--- src/rtl/irq_pkg.sv ---
package irq_pkg;

  localparam int LVL_W   = 3;
  localparam int NREQ    = 7;
  localparam int SR_W    = 16;
  localparam int ADDR_W  = 32;
  localparam int VEC_W   = 8;
  localparam int SUP_BIT = 13;
  localparam int MASK_LO = 8;
  localparam int SR_BYTES = 2;
  localparam int PC_BYTES = 4;
  localparam logic [LVL_W-1:0] TOP_LVL = LVL_W'(NREQ);

  typedef enum logic [2:0] {
    S_IDLE, S_PUSH_SR, S_PUSH_PC, S_VECTOR, S_FETCH, S_POP_PC, S_POP_SR
  } seq_e;

  // highest asserted request, encoded as level (bit i -> level i+1)
  function automatic logic [LVL_W-1:0] top_level(input logic [NREQ-1:0] r);
    logic [LVL_W-1:0] l;
    l = '0;
    for (int i = 0; i < NREQ; i++)
      if (r[i]) l = LVL_W'(i + 1);
    return l;
  endfunction

  function automatic logic [LVL_W-1:0] sr_mask(input logic [SR_W-1:0] sr);
    return sr[MASK_LO +: LVL_W];
  endfunction

  // maskable levels must exceed the mask; the top level always passes
  function automatic logic level_passes(input logic [LVL_W-1:0] lvl,
                                        input logic [LVL_W-1:0] mask);
    return (lvl == TOP_LVL) || (lvl > mask);
  endfunction

  function automatic logic [SR_W-1:0] sr_enter(input logic [SR_W-1:0] sr,
                                               input logic [LVL_W-1:0] lvl);
    logic [SR_W-1:0] s;
    s = sr;
    s[SUP_BIT] = 1'b1;
    s[MASK_LO +: LVL_W] = lvl;
    return s;
  endfunction

  // vector table entry address: entry number times four
  function automatic logic [ADDR_W-1:0] table_addr(input logic auto_sel,
                                                   input logic [LVL_W-1:0] lvl,
                                                   input logic [VEC_W-1:0] vnum,
                                                   input logic [VEC_W-1:0] auto_base);
    logic [VEC_W-1:0] v;
    v = auto_sel ? (auto_base + VEC_W'(lvl)) : vnum;
    return {{(ADDR_W-VEC_W-2){1'b0}}, v, 2'b00};
  endfunction

endpackage

--- src/rtl/irq_arbiter.sv ---
module irq_arbiter
  import irq_pkg::*;
(
  input  logic             clk,
  input  logic             rst_n,
  input  logic [NREQ-1:0]  req,
  input  logic [LVL_W-1:0] mask,
  input  logic             idle,
  input  logic             rte,
  output logic             take,
  output logic [LVL_W-1:0] take_lvl
);

  logic top_q, top_pend;
  logic top_rise;
  logic [NREQ-1:0] eff_req;
  logic [LVL_W-1:0] cand;

  assign top_rise = req[NREQ-1] & ~top_q;
  assign eff_req  = {top_pend, req[NREQ-2:0]};
  assign cand     = top_level(eff_req);
  assign take     = idle & ~rte & (cand != '0) & level_passes(cand, mask);
  assign take_lvl = cand;

  always_ff @(posedge clk or negedge rst_n) begin
    if (!rst_n) begin
      top_q    <= 1'b0;
      top_pend <= 1'b0;
    end else begin
      top_q    <= req[NREQ-1];
      top_pend <= (top_pend & ~(take && cand == TOP_LVL)) | top_rise;
    end
  end

  // an accepted level is never below a raw maskable request
  p_highest_r3: assert property (@(posedge clk) disable iff (!rst_n)
    take |-> (take_lvl >= top_level({1'b0, req[NREQ-2:0]})));

endmodule

--- src/rtl/irq_status.sv ---
module irq_status
  import irq_pkg::*;
#(
  parameter logic [SR_W-1:0] SR_INIT = 16'h2700
) (
  input  logic             clk,
  input  logic             rst_n,
  input  logic             idle,
  input  logic             rte,
  input  logic             take,
  input  logic [LVL_W-1:0] take_lvl,
  input  logic             restore,
  input  logic [SR_W-1:0]  restore_sr,
  input  logic             sr_load,
  input  logic [SR_W-1:0]  sr_din,
  output logic [SR_W-1:0]  sr
);

  logic load_ok;
  assign load_ok = idle & ~rte & ~take & sr_load;

  always_ff @(posedge clk or negedge rst_n) begin
    if (!rst_n)       sr <= SR_INIT;
    else if (take)    sr <= sr_enter(sr, take_lvl);
    else if (restore) sr <= restore_sr;
    else if (load_ok) sr <= sr_din;
  end

  // nothing but the restore step moves the word during a sequence
  p_busy_hold_r10: assert property (@(posedge clk) disable iff (!rst_n)
    (!idle && !restore) |=> $stable(sr));

endmodule

--- src/rtl/irq_sequencer.sv ---
module irq_sequencer
  import irq_pkg::*;
#(
  parameter logic [ADDR_W-1:0] SSP_INIT  = 32'h0000_1000,
  parameter logic [VEC_W-1:0]  AUTO_BASE = 8'h18
) (
  input  logic              clk,
  input  logic              rst_n,
  input  logic              take,
  input  logic [LVL_W-1:0]  take_lvl,
  input  logic              rte,
  input  logic [SR_W-1:0]   sr_cur,
  input  logic [ADDR_W-1:0] pc_in,
  input  logic              autovec,
  input  logic [VEC_W-1:0]  vec_num,
  input  logic [ADDR_W-1:0] mem_rdata,
  output logic              idle,
  output logic              busy,
  output logic              mem_we,
  output logic              mem_re,
  output logic              mem_long,
  output logic [ADDR_W-1:0] mem_addr,
  output logic [ADDR_W-1:0] mem_wdata,
  output logic [LVL_W-1:0]  iack_level,
  output logic              pc_load,
  output logic [ADDR_W-1:0] pc_val,
  output logic              take_done,
  output logic              restore,
  output logic [SR_W-1:0]   restore_sr
);

  localparam logic [ADDR_W-1:0] SR_STEP = ADDR_W'(SR_BYTES);
  localparam logic [ADDR_W-1:0] PC_STEP = ADDR_W'(PC_BYTES);

  seq_e state;
  logic [ADDR_W-1:0] ssp, pc_save, vaddr;
  logic [SR_W-1:0]   old_sr;
  logic [LVL_W-1:0]  lvl;

  assign idle = (state == S_IDLE);
  assign busy = ~idle;

  always_ff @(posedge clk or negedge rst_n) begin
    if (!rst_n) begin
      state   <= S_IDLE;
      ssp     <= SSP_INIT;
      pc_save <= '0;
      vaddr   <= '0;
      old_sr  <= '0;
      lvl     <= '0;
    end else begin
      unique case (state)
        S_IDLE: begin
          if (rte) state <= S_POP_PC;
          else if (take) begin
            lvl     <= take_lvl;
            old_sr  <= sr_cur;
            pc_save <= pc_in;
            state   <= S_PUSH_SR;
          end
        end
        S_PUSH_SR: begin ssp <= ssp - SR_STEP; state <= S_PUSH_PC; end
        S_PUSH_PC: begin ssp <= ssp - PC_STEP; state <= S_VECTOR;  end
        S_VECTOR: begin
          vaddr <= table_addr(autovec, lvl, vec_num, AUTO_BASE);
          state <= S_FETCH;
        end
        S_FETCH:  state <= S_IDLE;
        S_POP_PC: begin ssp <= ssp + PC_STEP; state <= S_POP_SR; end
        S_POP_SR: begin ssp <= ssp + SR_STEP; state <= S_IDLE;   end
        default:  state <= S_IDLE;
      endcase
    end
  end

  always_comb begin
    mem_we     = 1'b0;
    mem_re     = 1'b0;
    mem_long   = 1'b0;
    mem_addr   = '0;
    mem_wdata  = '0;
    iack_level = '0;
    pc_load    = 1'b0;
    take_done  = 1'b0;
    restore    = 1'b0;
    unique case (state)
      S_PUSH_SR: begin
        mem_we    = 1'b1;
        mem_addr  = ssp - SR_STEP;
        mem_wdata = ADDR_W'(old_sr);
      end
      S_PUSH_PC: begin
        mem_we    = 1'b1;
        mem_long  = 1'b1;
        mem_addr  = ssp - PC_STEP;
        mem_wdata = pc_save;
      end
      S_VECTOR: iack_level = lvl;
      S_FETCH: begin
        mem_re    = 1'b1;
        mem_long  = 1'b1;
        mem_addr  = vaddr;
        pc_load   = 1'b1;
        take_done = 1'b1;
      end
      S_POP_PC: begin
        mem_re   = 1'b1;
        mem_long = 1'b1;
        mem_addr = ssp;
        pc_load  = 1'b1;
      end
      S_POP_SR: begin
        mem_re   = 1'b1;
        mem_addr = ssp;
        restore  = 1'b1;
      end
      default: ;
    endcase
  end

  assign pc_val     = pc_load ? mem_rdata : '0;
  assign restore_sr = mem_rdata[SR_W-1:0];

  // the 2-byte status push is followed by a 4-byte push four bytes lower
  p_push_pair_r5: assert property (@(posedge clk) disable iff (!rst_n)
    (mem_we && !mem_long) |=> (mem_we && mem_long && mem_addr == $past(mem_addr) - PC_STEP));

  // the acknowledge cycle is followed by the handler load
  p_ack_fetch_r7: assert property (@(posedge clk) disable iff (!rst_n)
    (iack_level != '0) |=> (take_done && pc_load && mem_re));

  // the counter pop is followed by the status pop four bytes higher
  p_pop_pair_r8: assert property (@(posedge clk) disable iff (!rst_n)
    (mem_re && mem_long && !take_done) |=> (mem_re && !mem_long && mem_addr == $past(mem_addr) + PC_STEP));

endmodule

--- src/rtl/irq_accept_ctrl.sv ---
module irq_accept_ctrl
  import irq_pkg::*;
#(
  parameter logic [ADDR_W-1:0] SSP_INIT  = 32'h0000_1000,
  parameter logic [SR_W-1:0]   SR_INIT   = 16'h2700,
  parameter logic [VEC_W-1:0]  AUTO_BASE = 8'h18
) (
  input  logic         clk,
  input  logic         rst_n,
  input  logic [6:0]   irq_req,
  input  logic         irq_autovec,
  input  logic [7:0]   irq_vec_num,
  input  logic         rte_cmd,
  input  logic         sr_load,
  input  logic [15:0]  sr_din,
  input  logic [31:0]  pc_in,
  input  logic [31:0]  mem_rdata,
  output logic         mem_we,
  output logic         mem_re,
  output logic         mem_long,
  output logic [31:0]  mem_addr,
  output logic [31:0]  mem_wdata,
  output logic [2:0]   iack_level,
  output logic         pc_load,
  output logic [31:0]  pc_val,
  output logic         take_done,
  output logic [15:0]  sr_out,
  output logic         busy
);

  logic             idle, take, restore;
  logic [LVL_W-1:0] take_lvl;
  logic [SR_W-1:0]  restore_sr;

  irq_arbiter u_arb (
    .clk(clk), .rst_n(rst_n), .req(irq_req), .mask(sr_mask(sr_out)),
    .idle(idle), .rte(rte_cmd), .take(take), .take_lvl(take_lvl)
  );

  irq_status #(.SR_INIT(SR_INIT)) u_sr (
    .clk(clk), .rst_n(rst_n), .idle(idle), .rte(rte_cmd), .take(take),
    .take_lvl(take_lvl), .restore(restore), .restore_sr(restore_sr),
    .sr_load(sr_load), .sr_din(sr_din), .sr(sr_out)
  );

  irq_sequencer #(.SSP_INIT(SSP_INIT), .AUTO_BASE(AUTO_BASE)) u_seq (
    .clk(clk), .rst_n(rst_n), .take(take), .take_lvl(take_lvl), .rte(rte_cmd),
    .sr_cur(sr_out), .pc_in(pc_in), .autovec(irq_autovec), .vec_num(irq_vec_num),
    .mem_rdata(mem_rdata), .idle(idle), .busy(busy), .mem_we(mem_we),
    .mem_re(mem_re), .mem_long(mem_long), .mem_addr(mem_addr),
    .mem_wdata(mem_wdata), .iack_level(iack_level), .pc_load(pc_load),
    .pc_val(pc_val), .take_done(take_done), .restore(restore),
    .restore_sr(restore_sr)
  );

  // acceptance sets supervisor state and lifts the mask to the level
  p_mask_raise_r6: assert property (@(posedge clk) disable iff (!rst_n)
    take |=> (sr_out[SUP_BIT] && sr_mask(sr_out) == $past(take_lvl)));

  // a maskable level that is taken lies above the mask of the status module
  p_mask_block_r2: assert property (@(posedge clk) disable iff (!rst_n)
    (take && take_lvl != TOP_LVL) |-> (take_lvl > sr_out[MASK_LO +: LVL_W]));

  // no memory traffic or acknowledge while idle
  p_idle_quiet_r1: assert property (@(posedge clk) disable iff (!rst_n)
    !busy |-> (!mem_we && !mem_re && iack_level == '0 && !pc_load));

endmodule

--- config.mk ---
export PLATFORM = sky130hd
export DESIGN_NAME = irq_accept_ctrl
export DESIGN_NICKNAME = d
export VERILOG_FILES = /design/src/rtl/irq_pkg.sv /design/src/rtl/irq_arbiter.sv /design/src/rtl/irq_status.sv /design/src/rtl/irq_sequencer.sv /design/src/rtl/irq_accept_ctrl.sv
export SDC_FILE = /design/constraint.sdc
export NUM_CORES = 1
export LEC_CHECK = 0
export BUFFER_PORTS_ARGS = -buffer_cell sky130_fd_sc_hd__buf_4
export CAP_MARGIN = 20
export CELL_PAD_IN_SITES_DETAIL_PLACEMENT = 1
export CELL_PAD_IN_SITES_GLOBAL_PLACEMENT = 1
export CORE_MARGIN = 1.5
export CORE_UTILIZATION = 43
export CTS_BUF_LIST = sky130_fd_sc_hd__clkbuf_8
export DETAILED_ROUTE_END_ITERATION = 7
export GPL_TIMING_DRIVEN = 0
export HOLD_SLACK_MARGIN = 0.05
export PLACE_DENSITY_LB_ADDON = 0.1
export SETUP_SLACK_MARGIN = 0.5
export SYNTH_ARGS = -nofsm -noshare
export SYNTH_HDL_FRONTEND = slang
export SYNTH_SLANG_ARGS = --single-unit
--- constraint.sdc ---
create_clock -name clk -period 4 [get_ports clk]
set_input_delay 0.6 -clock clk [delete_from_list [all_inputs] [get_ports clk]]
set_output_delay 0.6 -clock clk [all_outputs]
set_load 0.005 [all_outputs]
==> results.md, run 1 <==
| Parameter | Reported |
|---|---|
| Outcome | finished clean |
| Reg clk slew, reported paths | 0.14 ns |
| GRT Util Overall | 41.7% |
| Number of enable flip-flop cells after synthesis | 0 |
| GRT overflow | 0 |
| PnR worst setup slack | 0.428 ns |
| Setup repair after global routing missed its margin | yes |
| Synth Area in Compound Gates | 24.4% |
| Minimum setup slack after placement | 0.0383 ns |
| Clock sink total | 111 |
| Final cell count without fillers | 1,612 |
| Endpoints failing hold | 0 |
| Synth cell types | 78 |
| Final-stage net count | 1,450 |
| Number of buffers inserted by port buffering | 218 |
| Minimum period implied by the final worst setup slack | 3.57 ns |
| Final Util | 57.5% |
| Final setup violation count | 0 |
| Final-layout worst hold slack | 0.0914 ns |
| Seq/Total Area, Yosys | 32.1% |
| Net Sw Frac | 52.8% |
| Initial antenna violation count | 1 |
| Power share of the clock group | 8.0% |
| Worst-skew pair later-pin latency | 0.42 ns |
| Total vias in the final route | 10,800 |
| Post-synthesis xor/xnor area fraction | 2.02% |
| Routed WL per cell | 27.6 µm |
| Number of max-slew violations in the final report | 0 |
| Post-synthesis instance area | 8660 µm² |
| Category of the worst setup path capture point | output port |
| Met1 Routed Length | 15,900 µm |
| Avg Vias per Cell | 6.69 |
| CTS tree | done |
| Number of iterations in the first detailed-routing pass | 7 |
| Post-Synthesis Mean Instance Area | 7.89 µm² |
| Die width | 145 µm |
| Adder-cell area share of the yosys netlist | 1.16% |
| Post-synthesis share of cell area spent on and, or, nand and nor gates | 27.2% |
| Number of ports placed on the die boundary | 221 |
| Part of the power in combinational logic | 68.6% |
| Root buf cell | sky130_fd_sc_hd__clkbuf_8 |
| Crit path arrival time | 2.97 ns |
| Share of layout cells above drive strength 1 | 30.1% |
| Placer's final routability congestion estimate | 1.02 |
| Pwr/cell area | 822 nW/µm² |
| ANT cells | 0 |
| Async S/R FF share, synth | 100% |
| Clock Skews | 0.0247 ns |
| 1st-iter DRT viols | 966 |
| Cell Int Power | 4380 µW |
| Net Sw Power | 4890 µW |
| Wirelength, routed | 44,500 µm |
| Period utilisation layout | 89.3% |
| Largest vdd supply drop | 0.296 mV |
| Area growth syn-to-layout | 30.1% |
| Static Leakage | 0.00496 µW |
| Critical path required time | 3.40 ns |
| H-tree level count | 3 |
| Share of synthesized area spent on multiplexers | 7.16% |
| Largest family of logic cells by synthesized area | simple AND/OR/NAND/NOR gates |
| Remaining DRCs | 0 |
| Critical path launch point type | register |
| Worst-case headroom to the max-slew limit | 36.8% |
| Most common library cell in the layout ignoring fill and taps | sky130_fd_sc_hd__buf_4 |
| Yosys warns | 0 |
| Critical path fanouts, max | 10 |
| Wire length of the first global-routing pass | 66,700 µm |
| Chip Height | 145 µm |
| Maximum capacitance violations | 0 |
| Path class of the lowest-slack min-delay path | input port to asynchronous set/reset pin |
| Die Outline Area | 21,000 µm² |
| Pin count of the biggest net entering global routing | 59 |
| Post-synthesis net count | 1,206 |
| Number of buffers created by CTS | 9 |
| Total of fill cells in the finished design | 2,474 |
| Peak Freq | 280 MHz |
| Synth Flop Type | sky130_fd_sc_hd__dfrtp_1 |
| CTS Hold Bufs | 0 |
| Cell total after placement | 1,582 |
| Number of standard-cell rows in the floorplan | 51 |
| Maximum clock path buffer count | 2 |
| Met2 wire length | 21,100 µm |
| Part of the total power dissipated in sequential elements | 23.4% |
| Met3 wire len | 4550 µm |
| Slew at the pin closest to its max-slew limit | 0.945 ns |
| Vias in the first global route | 11,000 |
| Number of register bits inferred by synthesis | 111 |
| Total half-perimeter wirelength after legalization and detailed placement | 33,500 µm |
| Accumulated negative setup slack | 0 ns |
| Type of the setup path with the least slack | register to output port |
| Top library cells by usage in the layout, fill and taps aside | sky130_fd_sc_hd__buf_4, sky130_fd_sc_hd__nand2_1, sky130_fd_sc_hd__dfrtp_1, sky130_fd_sc_hd__nor2_1, sky130_fd_sc_hd__o21ai_0 |
| Core outline area | 19,600 µm² |
| Highest metal used | met5 |
| Post-DRT Antenna Nets | 0 |
| Initial standard-cell utilization of the core | 44.2% |
| Synth Instances | 1,098 |
synthesized netlist by cell type, drive strengths merged (9+ instances only):
master	instances	area share [%]
and2	9	0.65
a21oi	56	3.2
and4	11	1.1
o211ai	11	0.95
and3	61	4.4
nand3	29	1.7
o21a	11	0.95
nor2	80	3.6
o22ai	16	1.2
dfrtp	106	31
nand2	143	6.2
a21o	10	0.87
a31oi	22	1.6
or3	11	0.79
mux2	48	6.2
nand4	21	1.6
a22oi	9	0.78
nor4	19	1.7
buf	20	1.2
o21ai	74	4.3
clkbuf	88	3.8
a22o	20	2.0
nor3	37	2.4
xnor2	14	1.4
inv	20	0.87
kinds of logic (layout without fill, tap and decap cells):
kind of cell               Yosys count  in the layout
and+or+nand+nor                    459            459
AOI/OAI and AO/OA                  313            313
buffers and inverters              130            379
DFF                                111            111
muxes                               56             56
xor gates and xnor gates            20             20
adders and majority gates            8              8
other                                1              1
per-stage QoR:
step / total power, µW / instance area, µm²
floorplan: 5320 / 8660
global placement: 7820 / 10600
detailed placement: 8040 / 10700
CTS: 8970 / 11100
global route: 9700 / 11300
finish: 9270 / 11300
path summary, 6_finish.rpt:
| kind | from | endpoint | slack [ns] | depth (start not counted) |
|---|---|---|---|---|
| max in group asynchronous | rst_n | u_seq.pc_save[5]$_DFFE_PN0P_ | 3.15 | 2 |
| setup / recovery | u_seq.state[0]$_DFFE_PN0P_ | mem_re | 0.43 | 6 |
| hold / removal | rst_n | u_seq.ssp[6]$_DFFE_PN0P_ | 0.09 | 1 |
| min in group clk | irq_req[6] | u_arb.top_q$_DFF_PN0_ | 0.29 | 1 |
| setup reg to reg | u_seq.ssp[8]$_DFFE_PN0P_ | u_seq.ssp[26]$_DFFE_PN0P_ | 0.76 | 7 |
| hold reg to reg | u_arb.top_q$_DFF_PN0_ | u_arb.top_pend$_DFF_PN0_ | 0.45 | 1 |
repair_timing:
item | 4_1_cts | 5_1_grt
pin swaps | 8 | 8
resized for setup | 67 | 53
buffers inserted | 7 | 7
endpoints found under the setup margin | 71 | 28
area by class of cell:
type / count / area, µm² / area share (%)
timing repair buffer: 233 / 1770 / 15.7
multi-input combinational: 857 / 5600 / 49.6
clock buffer: 9 / 124 / 1.10
sequential: 111 / 2780 / 24.7
clock inverter: 7 / 77.6 / 0.688
inverter: 22 / 87.6 / 0.777
buffer: 108 / 499 / 4.43
tap: 265 / 332 / 2.94
sequential cells by signal, indices dropped and copies added, names as in the netlist:
signal / count
u_arb.top_pend: 1
u_seq.ssp: 31
u_seq.pc_save: 32
u_sr.sr: 16
u_seq.lvl: 3
u_seq.vaddr: 8
u_seq.state: 3
u_arb.top_q: 1
u_seq.old_sr: 16
layer usage:
layer | track usage [%] | vias to the layer above
met3 | 9.28 | 225
met5 | 0 | -
met1 | 49.2 | 5230
li1 | - | 4558
met2 | 69.2 | 763
met4 | 24.9 | 2
critical path: stages, from the launching register on:
cell and delay (ns):
sky130_fd_sc_hd__dfrtp_1 0.45, sky130_fd_sc_hd__clkbuf_2 0.31, sky130_fd_sc_hd__clkbuf_1 0.63, sky130_fd_sc_hd__buf_2 0.44, sky130_fd_sc_hd__clkbuf_2 0.41, sky130_fd_sc_hd__a21oi_1 0.13
sky130_fd_sc_hd__buf_4 0.19
power groups by stage:
stage | Combinational, µW | Sequential [µW] | Clock (µW)
global placement | 5710 | 2110 | 0
floorplan | 3340 | 1980 | 0
finish | 6350 | 2170 | 741
global route | 6700 | 2220 | 776
CTS | 6090 | 2150 | 735
detailed placement | 5890 | 2150 | 0
Power figures use the tool's default switching activity.
==> run 2, diff against run 1 <==
CORE_UTILIZATION = 29   (was 43)
SYNTH_HIERARCHICAL = 1   (was default)
==> run 2 against run 1 <==
  * Critical path depth increased by 2
  * Sequential share of layout area shrank 1.1 points
  * Sequential cell count is the same
  * Synthesized cell count fell by 9.9%
  * Register-to-register slack worse by 0.11 ns
  * Via count decreased by 12%
  * Hold slack worse by 0.035 ns
  * Clock power is 0.7% lower
  * Synthesized area fell by 2.3%
  * Critical endpoint is now mem_addr[30]
  * Die area increased by 44%
==> results.md, run 2 <==
| Parameter | Reported | Change |
|---|---|---|
| CTS Hold Bufs | 0 | unchanged |
| Clock sink total | 111 | unchanged |
| Largest vdd supply drop | 0.308 mV | +3.9% |
| Die width | 174 µm | +20% |
| Final-stage net count | 1,379 | -4.9% |
| GRT overflow | 0 | unchanged |
| Maximum clock path buffer count | 2 | unchanged |
| Remaining DRCs | 0 | unchanged |
| Number of register bits inferred by synthesis | 111 | unchanged |
| Post-synthesis net count | 1,096 | -9.1% |
| R2R cell count | 7 | unchanged |
| Crit path arrival time | 3.13 ns | +0.16 ns |
| H-tree level count | 3 | unchanged |
| Yosys warns | 6 | +6 |
| Path class of the lowest-slack min-delay path | input port to asynchronous set/reset pin |  |
| Worst-case headroom to the max-slew limit | 26.9% | -9.9 points |
| Worst flop-to-flop path endpoint | u_seq/ssp[26]$_DFFE_PN0P_ |  |
| ANT cells | 0 | unchanged |
| 1st-iter DRT viols | 773 | -20% |
| Root buf cell | sky130_fd_sc_hd__clkbuf_8 |  |
| Number of enable flip-flop cells after synthesis | 0 | unchanged |
| CTS tree | done |  |
| Outcome | finished clean |  |
| Peak Freq | 268 MHz | -4.2% |
| Number of buffers created by CTS | 9 | unchanged |
| Static Leakage | 0.00513 µW | +3.4% |
| Reg clk slew, reported paths | 0.14 ns | about the same |
| Most used standard cell by instance count after synthesis | sky130_fd_sc_hd__dfrtp_1 |  |
| Initial standard-cell utilization of the core | 29.5% | -15 points |
| Core outline area | 28,700 µm² | +47% |
| Startpoint of the worst setup timing path | u_seq/ssp[18]$_DFFE_PN0P_ |  |
| Post-DRT Antenna Nets | 0 | unchanged |
| Top library cells by usage in the layout, fill and taps aside | sky130_fd_sc_hd__buf_4, sky130_fd_sc_hd__dfrtp_1, sky130_fd_sc_hd__nand2_1, sky130_fd_sc_hd__mux2_2, sky130_fd_sc_hd__o21ai_0 |  |
| Critical path required time | 3.40 ns | about the same |
| Wirelength, routed | 41,700 µm | -6.2% |
| Type of the setup path with the least slack | register to output port |  |
| Pwr/cell area | 709 nW/µm² | -14% |
| Worst-skew pair later-pin latency | 0.40 ns | -0.02 ns |
| Async S/R FF share, synth | 100% | unchanged |
| Destination of the critical timing path | mem_addr[30] |  |
| Most flop-heavy register | u_seq/pc_save |  |
| Vias in the first global route | 9,628 | -12% |
| Synth cell types | 74 | -5.1% |
| Worst reg2reg setup slack | 0.65 ns | -0.11 ns |
| Die Outline Area | 30,200 µm² | +44% |
| Wire length of the first global-routing pass | 61,100 µm | -8.4% |
| Period utilisation layout | 93.2% | +3.9 points |
| Number of flip-flops under the largest register name | 32 | unchanged |
| Area growth syn-to-layout | 39.4% |  |
| Number of ports placed on the die boundary | 221 | unchanged |
| Share of layout cells above drive strength 1 | 39.4% | +9.3 points |
| GRT Util Overall | 27.0% | -15 points |
| Most common library cell in the layout ignoring fill and taps | sky130_fd_sc_hd__buf_4 |  |
| Synth Flop Type | sky130_fd_sc_hd__dfrtp_1 |  |
| Number of buffers inserted by port buffering | 218 | unchanged |
| Critical path launch point type | register |  |
| Avg Vias per Cell | 5.70 | -15% |
| Proportion of netlist area held by the largest area contributor | 31.3% | +0.71 points |
| Total vias in the final route | 9,468 | -12% |
| Maximum capacitance violations | 0 | unchanged |
| Synth Instances | 989 | -9.9% |
| Slew at the pin closest to its max-slew limit | 1.09 ns | +0.147 ns |
| Post-synthesis instance area | 8470 µm² | -2.3% |
| Dominant cells by area after synthesis | sky130_fd_sc_hd__dfrtp_1, sky130_fd_sc_hd__mux2_2, sky130_fd_sc_hd__nand2_1 |  |
| Placer's final routability congestion estimate | 0.962 | -5.3% |
| Reg2reg start | u_seq/ssp[12]$_DFFE_PN1P_ |  |
| PnR Total Power | 8370 µW | -9.7% |
| Setup repair after global routing missed its margin | yes |  |
| Minimum period implied by the final worst setup slack | 3.73 ns | +0.157 ns |
| Final setup violation count | 0 | unchanged |
| Seq/Total Area, Yosys | 32.9% | +0.75 points |
| Clock Skews | 0.0205 ns | -0.00423 ns |
| Pin count of the biggest net entering global routing | 87 | +47% |
| Endpoints failing hold | 0 | unchanged |
| Post-Synthesis Mean Instance Area | 8.56 µm² | +8.5% |
| Number of max-slew violations in the final report | 0 | unchanged |
| Final Util | 41.1% | -16 points |
| Critical path fanouts, max | 10 | unchanged |
| Initial antenna violation count | 0 | -1 |
| Category of the worst setup path capture point | output port |  |
| Most used standard cells in the synthesized netlist | sky130_fd_sc_hd__dfrtp_1, sky130_fd_sc_hd__nand2_1, sky130_fd_sc_hd__clkbuf_1 |  |
| Largest area contributor in the synthesized netlist | sky130_fd_sc_hd__dfrtp_1 |  |
| Total half-perimeter wirelength after legalization and detailed placement | 30,600 µm | -8.6% |
| Chip Height | 174 µm | +20% |
| Registers with the most flip-flops | u_seq/pc_save (32), u_seq/ssp (31) |  |
| Number of iterations in the first detailed-routing pass | 5 | -2 |
| Routed WL per cell | 25.1 µm | -8.9% |
| Number of standard-cell rows in the floorplan | 62 | +22% |
[run 2: cell types whose count changed after synthesis, moves of 18 or more]
cell and change:
sky130_fd_sc_hd__and2_1 +36, sky130_fd_sc_hd__and3_1 -35, sky130_fd_sc_hd__clkbuf_1 -18, sky130_fd_sc_hd__mux2_2 +20
sky130_fd_sc_hd__nand2_1 -51, sky130_fd_sc_hd__nor2_1 -19
[run 2: kinds of logic (layout without fill, tap and decap cells)]
kind of cell	count (synthesis)	in the layout	share of synthesized area (%)
buffers and inverters	123	411	6.83
adders and majority gates	7	7	1.03
and+or+nand+nor	380	380	23.9
other	1	1	0.0443
muxes	90	90	12.5
DFF	111	111	32.9
xor gates and xnor gates	22	22	2.28
AOI/OAI and AO/OA	255	255	20.6
[run 2: layout make-up]
cell class              count  area [µm²]
clock buffers               9         124
fillers                  3476       16900
inverters                  22        95.1
repair buffers            272        2090
plain buffers             101         572
well taps                 384         480
multi-input cells         755        5590
flip-flops and latches    111        2790
clock inverters             7        66.3
[run 2: power breakdown]
part           switching, µW  internal [µW]
Combinational           3210           2340
Clock                    491            244
Sequential               435           1650
[run 2: per-stage QoR]
stage	setup WS [ns]	std cells	TNS, ns	cell area [µm²]	hold slack (ns)
after floorplan	0.703	989	0	8470	0.304
after global placement	-0.755	1591	-8.90	10600	0.409
after detailed placement	-0.734	1593	-11.47	10600	0.414
after CTS	0.308	1639	0	11400	0.0594
after global routing	0.182	1661	0	11800	0.0614
final	0.271	1661	0	11800	0.0567
[run 2: worst min path at each step]
stage                                 to  cells past startpoint
6_report       u_seq/ssp[20]$_DFFE_PN0P_                      1
5_1_grt        u_seq/ssp[20]$_DFFE_PN0P_                      1
4_1_cts        u_seq/ssp[20]$_DFFE_PN0P_                      1
3_5_place_dp    u_arb/top_pend$_DFF_PN0_                      1
3_3_place_gp    u_arb/top_pend$_DFF_PN0_                      1
2_1_floorplan   u_arb/top_pend$_DFF_PN0_                      0
[run 2: what timing repair did]
action	in CTS	in global routing
resized for setup	103	60
gates cloned	0	0
pin swaps	21	20
setup endpoints to repair	108	83
endpoints found under the hold margin	0	0
buffers inserted	30	22
[run 2: critical path: stages, from the launching register on]
cell and delay (ns):
sky130_fd_sc_hd__dfrtp_1 0.43, sky130_fd_sc_hd__clkbuf_1 0.28, sky130_fd_sc_hd__nor4_1 0.57, sky130_fd_sc_hd__nand4_1 0.31, sky130_fd_sc_hd__or4_4 0.63, sky130_fd_sc_hd__o21ai_2 0.13
sky130_fd_sc_hd__nand2_1 0.06, sky130_fd_sc_hd__a21o_1 0.20, sky130_fd_sc_hd__buf_6 0.12
[run 2: per-layer routing]
layer	track usage [%]	up-vias	part of all wire [%]
li1	-	4227	-
met1	32.8	4695	40
met2	46.5	460	48
met3	6.34	86	7.8
met4	9.48	0	3.8
met5	0	-	0
